==> src/rtl/wwc_pkg.sv <==
package wwc_pkg;

    localparam int DWORD_W   = 32;
    localparam int LANES     = 4;
    localparam int LANE_W    = $clog2(LANES);
    localparam int WIDE_W    = DWORD_W * LANES;
    localparam int BLK_SHIFT = LANE_W + 2;

    typedef enum logic [1:0] {
        K_PLAIN  = 2'd0,
        K_WIDE   = 2'd1,
        K_DESC   = 2'd2,
        K_TIMER0 = 2'd3
    } wkind_e;

    typedef logic [LANES-1:0][DWORD_W-1:0] wide_t;

    typedef struct packed {
        wkind_e            kind;
        logic [LANE_W-1:0] lane;
    } dec_t;

    function automatic logic [DWORD_W-1:0] lane_or_zero(
        input logic               keep,
        input logic [DWORD_W-1:0] v
    );
        return keep ? v : '0;
    endfunction

endpackage

==> src/rtl/wwc_decode.sv <==
module wwc_decode
    import wwc_pkg::*;
#(
    parameter int ADDR_W     = 15,
    parameter int PAGE_SHIFT = 13,
    parameter int WIDE_END   = 'h400,
    parameter int DESC_A     = 'h830,
    parameter int DESC_B     = 'hA10,
    parameter int TIMER_OFF  = 'h420
) (
    input  logic [ADDR_W-1:0] addr,
    output dec_t              dec,
    output logic [ADDR_W-1:0] blk_addr,
    output logic [ADDR_W-1:0] dw_addr
);
    localparam int PAGE_W = ADDR_W - PAGE_SHIFT;
    localparam logic [PAGE_SHIFT-1:0] DESC_A_V   = PAGE_SHIFT'(DESC_A);
    localparam logic [PAGE_SHIFT-1:0] DESC_B_V   = PAGE_SHIFT'(DESC_B);
    localparam logic [PAGE_SHIFT-1:0] WIDE_END_V = PAGE_SHIFT'(WIDE_END);
    localparam logic [PAGE_SHIFT-1:0] TIMER_V    = PAGE_SHIFT'(TIMER_OFF);

    logic [PAGE_SHIFT-1:0] off;
    logic [PAGE_SHIFT-1:0] off_blk;
    logic [PAGE_SHIFT-1:0] off_dw;
    logic [PAGE_W-1:0]     page;

    assign off      = addr[PAGE_SHIFT-1:0];
    assign page     = addr[ADDR_W-1:PAGE_SHIFT];
    assign off_blk  = {off[PAGE_SHIFT-1:BLK_SHIFT], {BLK_SHIFT{1'b0}}};
    assign off_dw   = {off[PAGE_SHIFT-1:2], 2'b00};
    assign blk_addr = {addr[ADDR_W-1:BLK_SHIFT], {BLK_SHIFT{1'b0}}};
    assign dw_addr  = {addr[ADDR_W-1:2], 2'b00};

    always_comb begin
        dec.lane = off[BLK_SHIFT-1:2];
        if (off_blk == DESC_A_V || off_blk == DESC_B_V) begin
            dec.kind = K_DESC;
        end else if (off < WIDE_END_V) begin
            dec.kind = K_WIDE;
        end else if (off_dw == TIMER_V && page == '0) begin
            dec.kind = K_TIMER0;
        end else begin
            dec.kind = K_PLAIN;
        end
    end

endmodule

==> src/rtl/wwc_collector.sv <==
module wwc_collector
    import wwc_pkg::*;
#(
    parameter int ADDR_W = 15
) (
    input  logic               clk,
    input  logic               rst,
    input  logic               wr,
    input  dec_t               dec,
    input  logic [ADDR_W-1:0]  blk_addr,
    input  logic [ADDR_W-1:0]  dw_addr,
    input  logic [DWORD_W-1:0] data,
    output logic               fire,
    output logic               fire_wide,
    output logic [ADDR_W-1:0]  fire_addr,
    output wide_t              fire_data
);
    localparam logic [LANE_W-1:0] TOP = LANE_W'(LANES - 1);

    logic [LANES-1:0]  vld_q, vld_d;
    logic [ADDR_W-1:0] tag_q, tag_d;
    wide_t             buf_q, buf_d;
    wide_t             desc_fill;
    logic              held, hit, foreign;

    assign held    = |vld_q;
    assign hit     = held && (tag_q == blk_addr);
    assign foreign = held && !hit;

    // Descriptor top-dword commit image: held lanes of the same register, else zero.
    generate
        for (genvar g = 0; g < LANES; g++) begin : g_fill
            if (g == LANES - 1) begin : g_top
                assign desc_fill[g] = data;
            end else begin : g_low
                assign desc_fill[g] = lane_or_zero(hit && vld_q[g], buf_q[g]);
            end
        end
    endgenerate

    always_comb begin
        vld_d     = vld_q;
        tag_d     = tag_q;
        buf_d     = buf_q;
        fire      = 1'b0;
        fire_wide = 1'b0;
        fire_addr = blk_addr;
        fire_data = '0;
        if (wr) begin
            unique case (dec.kind)
                K_PLAIN, K_TIMER0: begin
                    fire          = 1'b1;
                    fire_addr     = dw_addr;
                    fire_data[0]  = data;
                    if (dec.kind == K_TIMER0) vld_d = '0;
                end
                K_WIDE: begin
                    if (!hit) begin
                        vld_d = '0;
                        tag_d = blk_addr;
                    end
                    buf_d[dec.lane] = data;
                    vld_d[dec.lane] = 1'b1;
                    if (&vld_d) begin
                        fire      = 1'b1;
                        fire_wide = 1'b1;
                        fire_data = buf_d;
                        vld_d     = '0;
                    end
                end
                K_DESC: begin
                    if (dec.lane == TOP) begin
                        fire      = 1'b1;
                        fire_wide = 1'b1;
                        fire_data = desc_fill;
                        if (hit) vld_d = '0;
                    end else if (!foreign) begin
                        if (!hit) begin
                            vld_d = '0;
                            tag_d = blk_addr;
                        end
                        buf_d[dec.lane] = data;
                        vld_d[dec.lane] = 1'b1;
                    end
                end
                default: ;
            endcase
        end
    end

    always_ff @(posedge clk) begin
        if (rst) begin
            vld_q <= '0;
            tag_q <= '0;
            buf_q <= '0;
        end else begin
            vld_q <= vld_d;
            tag_q <= tag_d;
            buf_q <= buf_d;
        end
    end

    // page-0 timer write leaves the collector empty
    p_timer_clears_r7: assert property (@(posedge clk) disable iff (rst)
        (wr && dec.kind == K_TIMER0) |=> (vld_q == '0));

    // narrow bypass writes leave collector state untouched
    p_plain_keeps_r8: assert property (@(posedge clk) disable iff (rst)
        (wr && dec.kind == K_PLAIN) |=> ($stable(vld_q) && $stable(tag_q) && $stable(buf_q)));

    // dropped descriptor lower-lane write changes nothing
    p_desc_drop_r6: assert property (@(posedge clk) disable iff (rst)
        (wr && dec.kind == K_DESC && dec.lane != TOP && foreign)
        |=> ($stable(vld_q) && $stable(tag_q) && $stable(buf_q)));

    // a completed wide register empties the collector
    p_full_empties_r2: assert property (@(posedge clk) disable iff (rst)
        (wr && dec.kind == K_WIDE && fire) |=> (vld_q == '0));

endmodule

==> src/rtl/wwc_commit_reg.sv <==
module wwc_commit_reg
    import wwc_pkg::*;
#(
    parameter int ADDR_W = 15
) (
    input  logic              clk,
    input  logic              rst,
    input  logic              fire,
    input  logic              fire_wide,
    input  logic [ADDR_W-1:0] fire_addr,
    input  wide_t             fire_data,
    output logic              cmt_valid,
    output logic              cmt_wide,
    output logic [ADDR_W-1:0] cmt_addr,
    output logic [WIDE_W-1:0] cmt_data
);
    always_ff @(posedge clk) begin
        if (rst) begin
            cmt_valid <= 1'b0;
            cmt_wide  <= 1'b0;
            cmt_addr  <= '0;
            cmt_data  <= '0;
        end else begin
            cmt_valid <= fire;
            if (fire) begin
                cmt_wide <= fire_wide;
                cmt_addr <= fire_addr;
                cmt_data <= fire_data;
            end
        end
    end

endmodule

==> src/rtl/wide_wr_collector.sv <==
module wide_wr_collector
    import wwc_pkg::*;
#(
    parameter int ADDR_W     = 15,
    parameter int PAGE_SHIFT = 13,
    parameter int WIDE_END   = 'h400,
    parameter int DESC_A     = 'h830,
    parameter int DESC_B     = 'hA10,
    parameter int TIMER_OFF  = 'h420
) (
    input  logic                clk,
    input  logic                rst,
    input  logic                host_wr,
    input  logic [ADDR_W-1:0]   host_addr,
    input  logic [DWORD_W-1:0]  host_data,
    output logic                cmt_valid,
    output logic                cmt_wide,
    output logic [ADDR_W-1:0]   cmt_addr,
    output logic [WIDE_W-1:0]   cmt_data
);
    dec_t              dec;
    logic [ADDR_W-1:0] blk_addr;
    logic [ADDR_W-1:0] dw_addr;
    logic              fire;
    logic              fire_wide;
    logic [ADDR_W-1:0] fire_addr;
    wide_t             fire_data;

    wwc_decode #(
        .ADDR_W    (ADDR_W),
        .PAGE_SHIFT(PAGE_SHIFT),
        .WIDE_END  (WIDE_END),
        .DESC_A    (DESC_A),
        .DESC_B    (DESC_B),
        .TIMER_OFF (TIMER_OFF)
    ) u_decode (
        .addr    (host_addr),
        .dec     (dec),
        .blk_addr(blk_addr),
        .dw_addr (dw_addr)
    );

    wwc_collector #(.ADDR_W(ADDR_W)) u_collector (
        .clk      (clk),
        .rst      (rst),
        .wr       (host_wr),
        .dec      (dec),
        .blk_addr (blk_addr),
        .dw_addr  (dw_addr),
        .data     (host_data),
        .fire     (fire),
        .fire_wide(fire_wide),
        .fire_addr(fire_addr),
        .fire_data(fire_data)
    );

    wwc_commit_reg #(.ADDR_W(ADDR_W)) u_commit (
        .clk      (clk),
        .rst      (rst),
        .fire     (fire),
        .fire_wide(fire_wide),
        .fire_addr(fire_addr),
        .fire_data(fire_data),
        .cmt_valid(cmt_valid),
        .cmt_wide (cmt_wide),
        .cmt_addr (cmt_addr),
        .cmt_data (cmt_data)
    );

    // no commit in the first cycle after reset
    p_reset_quiet_r1: assert property (@(posedge clk) disable iff (rst)
        $past(rst) |-> !cmt_valid);

    // a commit pulse always follows a host write
    p_commit_after_write_r9: assert property (@(posedge clk) disable iff (rst)
        cmt_valid |-> $past(host_wr));

    // descriptor top-dword write always commits wide
    p_desc_top_commits_r5: assert property (@(posedge clk) disable iff (rst)
        (host_wr && dec.kind == K_DESC && dec.lane == LANE_W'(LANES - 1))
        |=> (cmt_valid && cmt_wide));

    // narrow commits carry nothing above the low dword
    p_narrow_upper_zero_r8: assert property (@(posedge clk) disable iff (rst)
        (cmt_valid && !cmt_wide) |-> (cmt_data[WIDE_W-1:DWORD_W] == '0));

endmodule

==> config.mk <==
export PLATFORM = sky130hd
export DESIGN_NAME = wide_wr_collector
export DESIGN_NICKNAME = d
export VERILOG_FILES = /design/src/rtl/wwc_pkg.sv /design/src/rtl/wwc_decode.sv /design/src/rtl/wwc_collector.sv /design/src/rtl/wwc_commit_reg.sv /design/src/rtl/wide_wr_collector.sv
export SDC_FILE = /design/constraint.sdc
export NUM_CORES = 1
export LEC_CHECK = 0
export ABC_CLOCK_PERIOD_IN_PS = 5300
export BUFFER_PORTS_ARGS = -buffer_cell sky130_fd_sc_hd__buf_4
export CORE_MARGIN = 2
export CORE_UTILIZATION = 50
export CTS_CLUSTER_DIAMETER = 80
export DETAILED_ROUTE_END_ITERATION = 8
export PLACE_DENSITY_LB_ADDON = 0.1
export REMOVE_ABC_BUFFERS = 1
export SYNTH_ARGS = -nofsm -noshare
export SYNTH_HDL_FRONTEND = slang
export SYNTH_SLANG_ARGS = --single-unit
==> constraint.sdc <==
create_clock -name clk -period 5.3 [get_ports clk]
set_input_delay 1.06 -clock clk [delete_from_list [all_inputs] [get_ports clk]]
set_output_delay 1.06 -clock clk [all_outputs]
set_load 0.02 [all_outputs]
# == After elaboration in Yosys (flattened, before gate mapping) ==
# Index checks and enable logic that the tools add are counted.
# word_totals
reg_bits,292
input_bits,50
out_inout_bits,145
# classes
magnitude_cmp,3
n_eq_ne,13
muxes,44
n_bitwise,2
n_reduce_logical,17
# op_table
cell,count
$mux 128,5
$pmux 128 s2,1
$pmux 96 s2,1
$bwmux 128,1
$mux 32,4
$pmux 32 s3,1
$demux 32 s2,1
$mux 4,14
$mux 15,3
$pmux 15 s2,1
$eq 9x8->1 const B,2
$eq 15x15->1,1
$lt 13x11->1 const B,1
$pmux 4 s3,1
$reduce_and 4->1,3
$eq 11x9->1 const B,1
$or 4x4->4,2
$logic_and 1x1->1,7
$eq 2x2->1 const B,3
$mux 2,3
$mux 1,5
$logic_not 2->1,2
$ne 2x2->1 const B,2
$reduce_or 4->1,1
13 further kinds,13

# == Depth between registers and ports, before layout ==
# Gate-level depths: netlist of the first run.
# logic_depth
ltp_word,13
mapped_depth,14
depth_no_buf,10

# == Hierarchy ==
# From an unflattened synthesis of the first run, not the netlist that was laid out.
# hier_totals
hier_cells,1405
area_unflattened_um2,12977.4
# by_module_without_submodules
module,instances,cells_per_inst,area_per_inst_um2,seq_area_each_um2
wwc_collector,1,894,7544.7,2942.8
wwc_commit_reg,1,466,5102.4,2902.8
wwc_decode,1,45,330.3,0.0

# == Least setup slack after synthesis of the first run ==
# No wires, ideal clock.
# synth_timing
path_kind,in2reg
from,in host_addr[6]
to,reg u_commit.cmt_data[125]
setup_ns,0.068
arrival_time_ns,3.620
setup_slack_ns,1.612
path_stages,14
path_buffers,4
path_cell_list,or3_1 -> nand4b_1 -> o31a_1 -> inv_1 -> ha_1 -> o211ai_1 -> a2111o_1 -> a21o_1 -> buf_2 -> a211o_1 -> buf_2 -> buf_6 -> buf_6 -> o2bb2ai_2
# synth_between
elab_chain_len,10
word_cells_on_any_way,27
# synth_rtl
item,line,source
"start, declared",wide_wr_collector.sv:14,"input logic [ADDR_W-1:0] host_addr,"
"parallel branches: the longest is 10 deep, another holds $lt 13x11->1",-,
"end signal, assigned",wwc_commit_reg.sv:28,cmt_data <= fire_data;
"end, declared",wwc_commit_reg.sv:15,output logic [WIDE_W-1:0] cmt_data
# Parallel ways; which one is timed is not known. The select of a mux whose other input is x is not followed.
# A chain may end at the register's enable or synchronous reset.

# == Worst setup path after layout of the first run ==
# layout_timing
from,in host_addr[2]
to,reg u_commit.cmt_data[91]
# layout_between
elab_chain_len,9
word_cells_on_any_way,30
# layout_rtl
item
"parallel branches: the longest is 9 deep, another holds $lt 13x11->1"
# Parallel ways; which one is timed is not known.

==> metrics, run 1 <==
status finished clean; crit-path cells buf_4 -> nor2_1 -> nand4b_1 -> o31a_1 -> ha_1 -> inv_1 -> nor2_1 -> o21ai_0 -> o31ai_4 -> nor2_4 -> buf_12 -> o2bb2ai_1; hold_buf cts 0; clk root buf clkbuf_16; R2R depth 7; post-synthesis compound-gate area fraction 25.7%; total track usage 26.5%; Slew Viols, Final 0; TritonCTS Sinks 286; CTS buffer count 29; first-pass GRT wire length between 50 and 60 mm; routed wire length 33.5 mm; area share of and/or/nand/nor cells after synthesis between 10% and 20%; final hold vios 0; Clock Pin Slew Worst Setup and Hold Paths approximately 0.06 ns; RSZ-0062 raised after global routing no; Final setup viols 0; Final Cycle Share between 70% and 80%; P per Cell Area 319 nW/µm²; Leak 5.43 nW; H-tree depth 1; Core Util, Final 61.5%; total power 4.59 mW; Max Freq 0.248 GHz; remaining antenna violation count 0; CP Data Required Time 5.77 ns; Clock Latency Late Sink 0.55 ns; die width 158 µm; slew at the pin closest to its max-slew limit 1.21 ns; Core ar. ~23000 µm²; clk_skew 0.0180 ns; Crit-path slowest cell nor2_4; vias in the first global route roughly 9400; Period minus WS final just over 4 ns; Slew HR 19.0%; Detailed Route Iter0 Violations 781; DR vias/cell 5.86; prevailing post-synth register cell dfxtp_1; Seq cells post-synth 286; Synth cell types 55; CTS tree yes; cells after synthesis 1275; Overflow after GRT 0; critical path depth 12; CP top delay family simple AND/OR/NAND/NOR gates; IO Pins approximately 200; Initial Util 50.7%; ys async rst share 0%; Hold Crit Class reg2reg; vias 10100; Arrival @ worst endpoint around 4.5 ns; main combinational cell family by area after synthesis compound AO/OA/AOI/OAI gates; Min-Delay Path Depth 2; initial antenna violation count 0; slowest stage delay, CP 0.73 ns; Layout area overhead 21.3%; WP buf/inv 3; crit start category input port; max-capacitance violation count 0; EDFF count, synth 0; Post-Syn Area 11900 µm²; # rows 56; post-synthesis mux area share 6.33%; CTS resizes 0; DP HPWL 20.2 mm; die area between 20000 and 25000 µm²; fill count 2087; layout cell share with drive strength beyond 1 22.9%; critical path endpoint category flop; pin count of the biggest net entering global routing 88; maximum VDD drop 0.201 mV; clk buf depth 3; port bufs 190; Synth Warn # 0; Multi-input gate area ~5600 µm²; nets@finish 1434; WL per Instance 19.5 µm; XOR/XNOR share of the synthesized area 0.886%; ant diodes 0; Sequential Area 5730 µm²; TritonRoute pass-1 iters 5; register area share after synthesis 48.3%; setup_tns 0 ns; DRC violation count after routing 0; crit path kind in2reg; synthesized area per cell slightly above 9 µm²; Critical Path Fanout Max 69; Placer Congestion ~0.9; # Post-CTS Setup Buffers 0; Top cell by count, worst path nor2_1; DIE HEIGHT 158 µm; Synth Area in Adders 0.401%
-- kinds of logic (layout without fill, tap and decap cells) --
group / Yosys count / count (layout)
AOI/OAI and AO/OA: 371 / 371
xor gates and xnor gates: 12 / 12
adders and majority gates: 4 / 4
buffers and inverters: 152 / 276
DFF: 286 / 286
muxes: 75 / 75
other: 1 / 2
and+or+nand+nor: 374 / 374
-- layout by cell type (no fill, tap or decap), types with 12 or more instances in the layout --
| cell | count |
|---|---|
| dfxtp_1 | 286 |
| a32oi_1 | 34 |
| a221oi_1 | 34 |
| a2bb2oi_1 | 32 |
| o2bb2ai_2 | 40 |
| nor2_1 | 82 |
| nor3_1 | 32 |
| clkbuf_16 | 29 |
| o2bb2ai_1 | 57 |
| xnor2_1 | 12 |
| buf_4 | 217 |
| a21oi_1 | 112 |
| nand2_1 | 225 |
| a22oi_1 | 32 |
| mux2i_1 | 75 |
-- stage by stage --
step                      cell area, µm²  cells  worst slack, ns  hold WS (ns)
after floorplan                    11300   1130            -2.08         0.430
after CTS                          14400   1719             1.31         0.452
after global routing               14400   1719             1.08         0.469
after global placement             13400   1669            0.822         0.440
after detailed placement           13400   1669            0.746         0.444
final                              14400   1719             1.27         0.451
-- path summary, 6_finish.rpt --
kind / to / slack [ns] / start
max: u_commit.cmt_data[91] / 1.27 / host_addr[2]
min: u_commit.cmt_addr[5] / 0.45 / u_commit.cmt_addr[5]
max reg2reg: u_commit.cmt_data[91] / 2.30 / u_collector.vld_q[2]
min reg2reg: u_commit.cmt_addr[5] / 0.45 / u_commit.cmt_addr[5]
-- report_power, final --
part / switching (mW) / internal (mW) / leakage (nW)
logic: 0.207 / 0.118 / 2.64
registers: 0.0238 / 2.18 / 2.31
clock network: 0.841 / 1.21 / 0.470
total: 1.07 / 3.52 / 5.43
-- synthesized netlist by cell type (all sizes together), types with 2 or more instances --
| cell | instances | area share [%] |
|---|---|---|
| clkbuf | 124 | 3.9 |
| a22oi | 32 | 2.0 |
| a2bb2oi | 32 | 2.4 |
| nor4b | 2 | 0.15 |
| nor2 | 83 | 2.6 |
| dfxtp | 286 | 48 |
| nor2b | 3 | 0.16 |
| a32oi | 34 | 2.5 |
| o21ai | 3 | 0.13 |
| a211o | 2 | 0.15 |
| a22o | 3 | 0.22 |
| nand2b | 2 | 0.11 |
| and3b | 2 | 0.15 |
| nor3 | 34 | 1.4 |
| nor4 | 2 | 0.16 |
| o31a | 2 | 0.15 |
| nand2 | 225 | 7.1 |
| xnor2 | 12 | 0.89 |
| inv | 6 | 0.19 |
| buf | 22 | 1.2 |
| o2bb2ai | 97 | 9.3 |
| nand3 | 5 | 0.21 |
| a221oi | 34 | 2.5 |
| mux2i | 75 | 6.3 |
| nand4 | 4 | 0.21 |
| o211a | 2 | 0.17 |
| o211ai | 4 | 0.25 |
| or4 | 2 | 0.13 |
| o31ai | 7 | 0.64 |
| ha | 3 | 0.32 |
| a21oi | 112 | 4.7 |
| or3 | 3 | 0.16 |
-- worst reg2reg max path: stages, from the launching register on --
cell and delay [ns]:
dfxtp_1 0.38, and3b_1 0.23, o211a_1 0.24, nor2_1 0.53, o31ai_4 0.15, nor2_4 0.73, buf_12 0.46, o2bb2ai_1 0.22
-- routing by layer --
metal  up-vias  track usage, %  wire [µm]
met2       351            42.5      15500
met5         -               0          0
met1      4873            37.2      15000
met3        48            4.16       2250
li1       4808               -          -
met4         0            6.99        671
-- state kept, by name (all words and copies together), names as in the netlist --
register            cells
u_collector.buf_q     128
u_collector.tag_q      11
u_collector.vld_q       4
u_commit.cmt_addr      13
u_commit.cmt_data     128
u_commit.cmt_valid      1
u_commit.cmt_wide       1
-- final cells by class --
cell class                      instances  share of cell area [%]
Sequential cell                       286                    39.8
Tap cell                              319                    2.77
Inverter                                6                   0.157
Multi-Input combinational cell        838                    39.0
Clock buffer                           40                    5.68
Timing Repair Buffer                  220                    11.7
Clock inverter                         10                   0.896
Power figures use the tool's default switching activity.
==> run 2: changes to the inputs <==
- ABC_CLOCK_PERIOD_IN_PS: 5300 -> 4200
- clock period: 5.3 -> 4.2 ns (I/O delays scaled with it)
==> run 2 against run 1 <==
Cell count rose by 1.3%; combinational power rose by 30%; clock skew fell by 0.00059 ns; critical path depth fell by 1; flip-flop and latch count did not move; hold slack got worse by 0.0010 ns; non-clock buffer count rose by 19; routed wire length rose by 2.8%.
==> metrics, run 2 (same netlist as run 1, synthesis figures left out) <==
Leak 5.55 nW (was 5.43 nW); Clock Latency Late Sink 0.55 ns (about the same); TritonCTS Sinks 286 (unchanged); hold_buf cts 0 (unchanged); Arrival @ worst endpoint 3.76 ns (was 4.50 ns); Hold WS 0.450 ns (was 0.451 ns); CTS buffer count 30 (was 29); critical path depth 11 (was 12); most frequent cells in the layout dfxtp_1, buf_4, nand2_1 (was dfxtp_1, nand2_1, buf_4); RSZ-0062 raised after global routing no (unchanged); clk buf depth 3 (unchanged); WP buf/inv 4 (was 3); Core ar. 23400 µm² (unchanged); Placer Congestion 0.872 (was 0.895); Clock Pin Slew Worst Setup and Hold Paths 0.06 ns (about the same); die area 25000 µm² (unchanged); # Post-CTS Setup Buffers 0 (unchanged); max-capacitance violation count 0 (unchanged); # rows 56 (unchanged); R2R depth 7 (unchanged); DP HPWL 21.1 mm (was 20.2 mm); H-tree depth 1 (unchanged); clk_skew 0.0174 ns (was 0.0180 ns); DR vias/cell 5.87 (was 5.86); ant diodes 0 (unchanged); slowest stage delay, CP 0.86 ns (was 0.73 ns); remaining antenna violation count 0 (unchanged); maximum VDD drop 0.248 mV (was 0.201 mV); port bufs 190 (unchanged); initial antenna violation count 0 (unchanged); Layout area overhead 23.2% (was 21.3%); Multi-input gate area 5620 µm² (unchanged); Overflow after GRT 0 (unchanged); DP Cell Count 1688 (was 1669); CP Data Required Time 4.68 ns (was 5.77 ns); slew at the pin closest to its max-slew limit 0.958 ns (was 1.21 ns); vias 10200 (was 10100); P per Cell Area 393 nW/µm² (was 319 nW/µm²); Hold Crit Start u_commit.cmt_addr[14] (was u_commit.cmt_addr[5]); nets@finish 1454 (was 1434); CTS tree yes (unchanged); Slew Viols, Final 0 (unchanged); Final setup viols 0 (unchanged); DIE HEIGHT 158 µm (unchanged); Reg-to-Reg Start u_collector.vld_q[1] (was u_collector.vld_q[2]); Core Util, Final 62.4% (was 61.5%); total track usage 26.6% (was 26.5%); Min-Delay Path Depth 2 (unchanged); status finished clean (unchanged); Slew HR 36.2% (was 19.0%); Period minus WS final 3.28 ns; layout cell share with drive strength beyond 1 23.8% (was 22.9%); IO Pins 195 (unchanged); fill count 2047 (was 2087); die width 158 µm (unchanged); critical path endpoint category flop (unchanged); Max Freq just over 0.3 GHz; pin count of the biggest net entering global routing 101 (was 88); routed wire length 34.4 mm (was 33.5 mm); setup_tns 0 ns (unchanged); biggest regs u_collector.buf_q (128), u_commit.cmt_data (128), u_commit.cmt_addr (13) (unchanged); CTS resizes 0 (unchanged); WL per Instance 19.8 µm (was 19.5 µm); TritonRoute pass-1 iters 5 (unchanged); DRC violation count after routing 0 (unchanged); crit start category input port (unchanged); final cell count without fillers 1741 (was 1719); first-pass GRT wire length 53.0 mm (was 52.8 mm); crit-path cells buf_4 -> or3_1 -> nand4b_1 -> o31a_1 -> inv_1 -> ha_1 -> inv_1 -> o31ai_4 -> buf_4 -> a32oi_1 -> o2bb2ai_1 (was buf_4 -> nor2_1 -> nand4b_1 -> o31a_1 -> ha_1 -> inv_1 -> nor2_1 -> o21ai_0 -> o31ai_4 -> nor2_4 -> buf_12 -> o2bb2ai_1); Initial Util 50.7% (unchanged); clk root buf clkbuf_16 (unchanged); Hold Crit Class reg2reg (unchanged); Critical Path Fanout Max 18 (was 69); Crit-path slowest cell o31ai_4 (was nor2_4); CP top delay family compound AO/OA/AOI/OAI gates (was simple AND/OR/NAND/NOR gates); most common cell after layout, fill and taps aside dfxtp_1 (unchanged); Sequential Area 5730 µm² (unchanged); Final Cycle Share 78.1%; crit path kind in2reg (unchanged); vias in the first global route 9469 (was 9420); final hold vios 0 (unchanged); Crit. Startpoint host_addr[6] (was host_addr[2]); Detailed Route Iter0 Violations 1020 (was 781)
-- run 2: cell types whose count changed in the layout (fill, tap and decap cells not counted), sizes merged --
cell and change:
clkinv -3, clkbuf +9, buf +19, bufinv -3
-- run 2: path summary, 6_finish.rpt --
kind / to / slack [ns]
worst max-delay path: u_commit.cmt_data[88] / 0.92
worst min-delay path: u_commit.cmt_addr[14] / 0.45
worst max register to register: u_commit.cmt_data[88] / 1.48
worst min register to register: u_commit.cmt_addr[14] / 0.45
-- run 2: worst reg2reg max path: cells and delay by family, from the launching register on --
kind	cells	cell delay [ns]
DFF	1	0.46
buffers and inverters	1	0.37
AOI/OAI and AO/OA	4	1.32
and+or+nand+nor	2	0.52
-- run 2: metrics by stage --
step	instance area, µm²	total power [mW]	worst slack [ns]
2_1_floorplan	11300	3.03	-2.96
3_3_place_gp	13700	3.26	0.431
3_5_place_dp	13700	3.27	0.383
4_1_cts	14600	5.79	0.943
5_1_grt	14600	5.94	0.762
6_report	14600	5.75	0.921
-- run 2: report_power, final --
part	switching (mW)	leakage [nW]	internal (mW)
clock network	1.06	0.471	1.49
registers	0.0292	2.31	2.76
logic	0.264	2.76	0.159
-- run 2: layout make-up --
class	instances	share of cell area, %
inverters	6	0.154
clock inverters	4	0.214
multi-input cells	838	38.4
flip-flops and latches	286	39.2
clock buffers	49	6.31
well taps	319	2.73
repair buffers	239	13.0
-- run 2: layer usage --
metal	share of wire, %	routed length (µm)	track usage (%)	up-vias
met5	0	0	0	-
met2	47	16100	42.8	400
met1	44	15200	37.4	4962
met4	1.6	549	6.56	0
li1	-	-	-	4823
met3	7.2	2490	4.22	33
==> run 3: changes to the inputs <==
- ABC_CLOCK_PERIOD_IN_PS: 4200 -> 2870
- clock period: 4.2 -> 2.87 ns (I/O delays scaled with it)
==> run 3 against run 2 <==
Global-route usage grew 0.91 points; hold slack got worse by 0.15 ns; critical endpoint is now u_commit.cmt_data[110]; non-clock buffer count is 54 higher.
==> metrics, run 3 (same netlist as run 1, synthesis figures left out) <==
Clock Pin Slew Worst Setup and Hold Paths 0.06 ns (about the same); port bufs 190 (unchanged); fill count 1962 (was 2047); Hold WS 0.302 ns (was 0.450 ns); Slew HR 61.7% (was 36.2%); R2R depth 8 (was 7); Placer Congestion 0.864 (was 0.872); biggest regs u_collector.buf_q (128), u_commit.cmt_data (128), u_commit.cmt_addr (13) (unchanged); slew at the pin closest to its max-slew limit 0.574 ns (was 0.958 ns); total power 8.63 mW (was 5.75 mW); Clock Latency Late Sink 0.56 ns (was 0.55 ns); P per Cell Area 560 nW/µm² (was 393 nW/µm²); DR vias/cell 5.82 (was 5.87); post-layout instance area 15400 µm² (was 14600 µm²); IO Pins 195 (unchanged); Detailed Route Iter0 Violations 898 (was 1020); RSZ-0062 raised after global routing yes (was no); max-capacitance violation count 0 (unchanged); DP HPWL 22.5 mm (was 21.1 mm); P_int 6.56 mW (was 4.40 mW); Final setup viols 0 (unchanged); WL per Instance 19.6 µm (was 19.8 µm); pin count of the biggest net entering global routing 105 (was 101); CP Data Required Time 3.36 ns (was 4.68 ns); TritonRoute pass-1 iters 6 (was 5); vias 10500 (was 10200); crit start category input port (unchanged); Min-Delay Path Depth 3 (was 2); CTS tree yes (unchanged); H-tree depth 1 (unchanged); CTS buffer count 29 (was 30); clk_skew 0.0119 ns (was 0.0174 ns); Area after DPL 14300 µm² (was 13700 µm²); Multi-input gate area 5640 µm² (was 5620 µm²); Sequential Area 5730 µm² (unchanged); TritonCTS Sinks 286 (unchanged); remaining antenna violation count 0 (unchanged); Comb pwr share 7.8% (was 7.4%); switching power 2.07 mW (was 1.35 mW); crit path kind in2reg (unchanged); Core Util, Final 65.9% (was 62.4%); routed wire length 35.3 mm (was 34.4 mm); # rows 56 (unchanged); vias in the first global route 9804 (was 9469); layout cell share with drive strength beyond 1 27.4% (was 23.8%); Max Freq approximately 0.36 GHz; status finished clean (unchanged); Critical Path Fanout Max 36 (was 18); critical path endpoint category flop (unchanged); most frequent cells in the layout dfxtp_1, buf_4, nand2_1 (unchanged); DRC violation count after routing 0 (unchanged); Initial Util 50.7% (unchanged); Arrival @ worst endpoint 3.29 ns (was 3.76 ns); Hold Crit Class in2reg (was reg2reg); DIE HEIGHT 158 µm (unchanged); most common cell after layout, fill and taps aside dfxtp_1 (unchanged); Sw Share 24.0% (was 23.5%); Final Cycle Share 97.6%; Layout area overhead 30.0% (was 23.2%); Leak 5.95 nW (was 5.55 nW); clk root buf clkbuf_16 (unchanged); setup_tns 0 ns (unchanged); Overflow after GRT 0 (unchanged); nets@finish 1507 (was 1454); die area 25000 µm² (unchanged); Sequential Power Share 47.3% (was 48.5%); maximum VDD drop 0.432 mV (was 0.248 mV); first-pass GRT wire length 54.6 mm (was 53.0 mm); final hold vios 0 (unchanged); Core ar. 23400 µm² (unchanged); total track usage 27.5% (was 26.6%); die width 158 µm (unchanged); Slew Viols, Final 0 (unchanged); ant diodes 0 (unchanged); clk buf depth 3 (unchanged); Period minus WS final 2.80 ns; hold_buf cts 0 (unchanged); Clock power frac 44.9% (was 44.2%); initial antenna violation count 0 (unchanged)
run 3: path summary, 6_finish.rpt:
kind | from | to | slack [ns]
worst max-delay path | host_addr[6] | u_commit.cmt_data[110] | 0.07
worst min-delay path | host_data[26] | u_collector.buf_q[26] | 0.30
worst max register to register | u_collector.tag_q[7] | u_commit.cmt_data[6] | 0.37
worst min register to register | u_collector.buf_q[104] | u_collector.buf_q[104] | 0.45
run 3: repair_timing:
action	4_1_cts	5_1_grt
setup endpoints to repair	0	97
resized for setup	0	7
buffers inserted	0	2
run 3: per-layer routing:
metal	vias up	GRT usage [%]	share of wire (%)
li1	4948	-	-
met1	5091	38.6	46
met2	352	44.6	46
met3	59	4.16	5.9
met4	0	6.69	2.0
met5	-	0	0
run 3: final cells by class:
type | instances | share of cell area [%]
Multi-Input combinational cell | 838 | 36.6
Timing Repair Buffer | 293 | 17.1
Inverter | 6 | 0.146
Clock inverter | 14 | 0.933
Tap cell | 319 | 2.59
Clock buffer | 40 | 5.49
Sequential cell | 286 | 37.1
run 3: worst max-delay path, cell delays in order:
cell and delay, ns:
buf_4 0.11, or3_1 0.41, nand4b_1 0.21, o31a_1 0.15, inv_1 0.07, ha_2 0.19
o211ai_1 0.12, a2111o_1 0.43, a21o_2 0.23, a211o_4 0.41, buf_12 0.21, o2bb2ai_1 0.17
run 3: through the flow:
stage                     setup WS [ns]  cells
after global placement           -0.423   1738
after CTS                        0.0618   1792
after global routing            -0.0280   1796
after floorplan                   -4.03   1130
after detailed placement         -0.494   1738
final                            0.0692   1796
run 3: power groups by stage:
stage	Clock, mW	Sequential, mW	Combinational, mW
2_1_floorplan	0	4.21	0.227
3_3_place_gp	0	4.17	0.663
3_5_place_dp	0	4.17	0.670
4_1_cts	3.92	4.08	0.672
5_1_grt	4.09	4.08	0.728
6_report	3.88	4.08	0.674
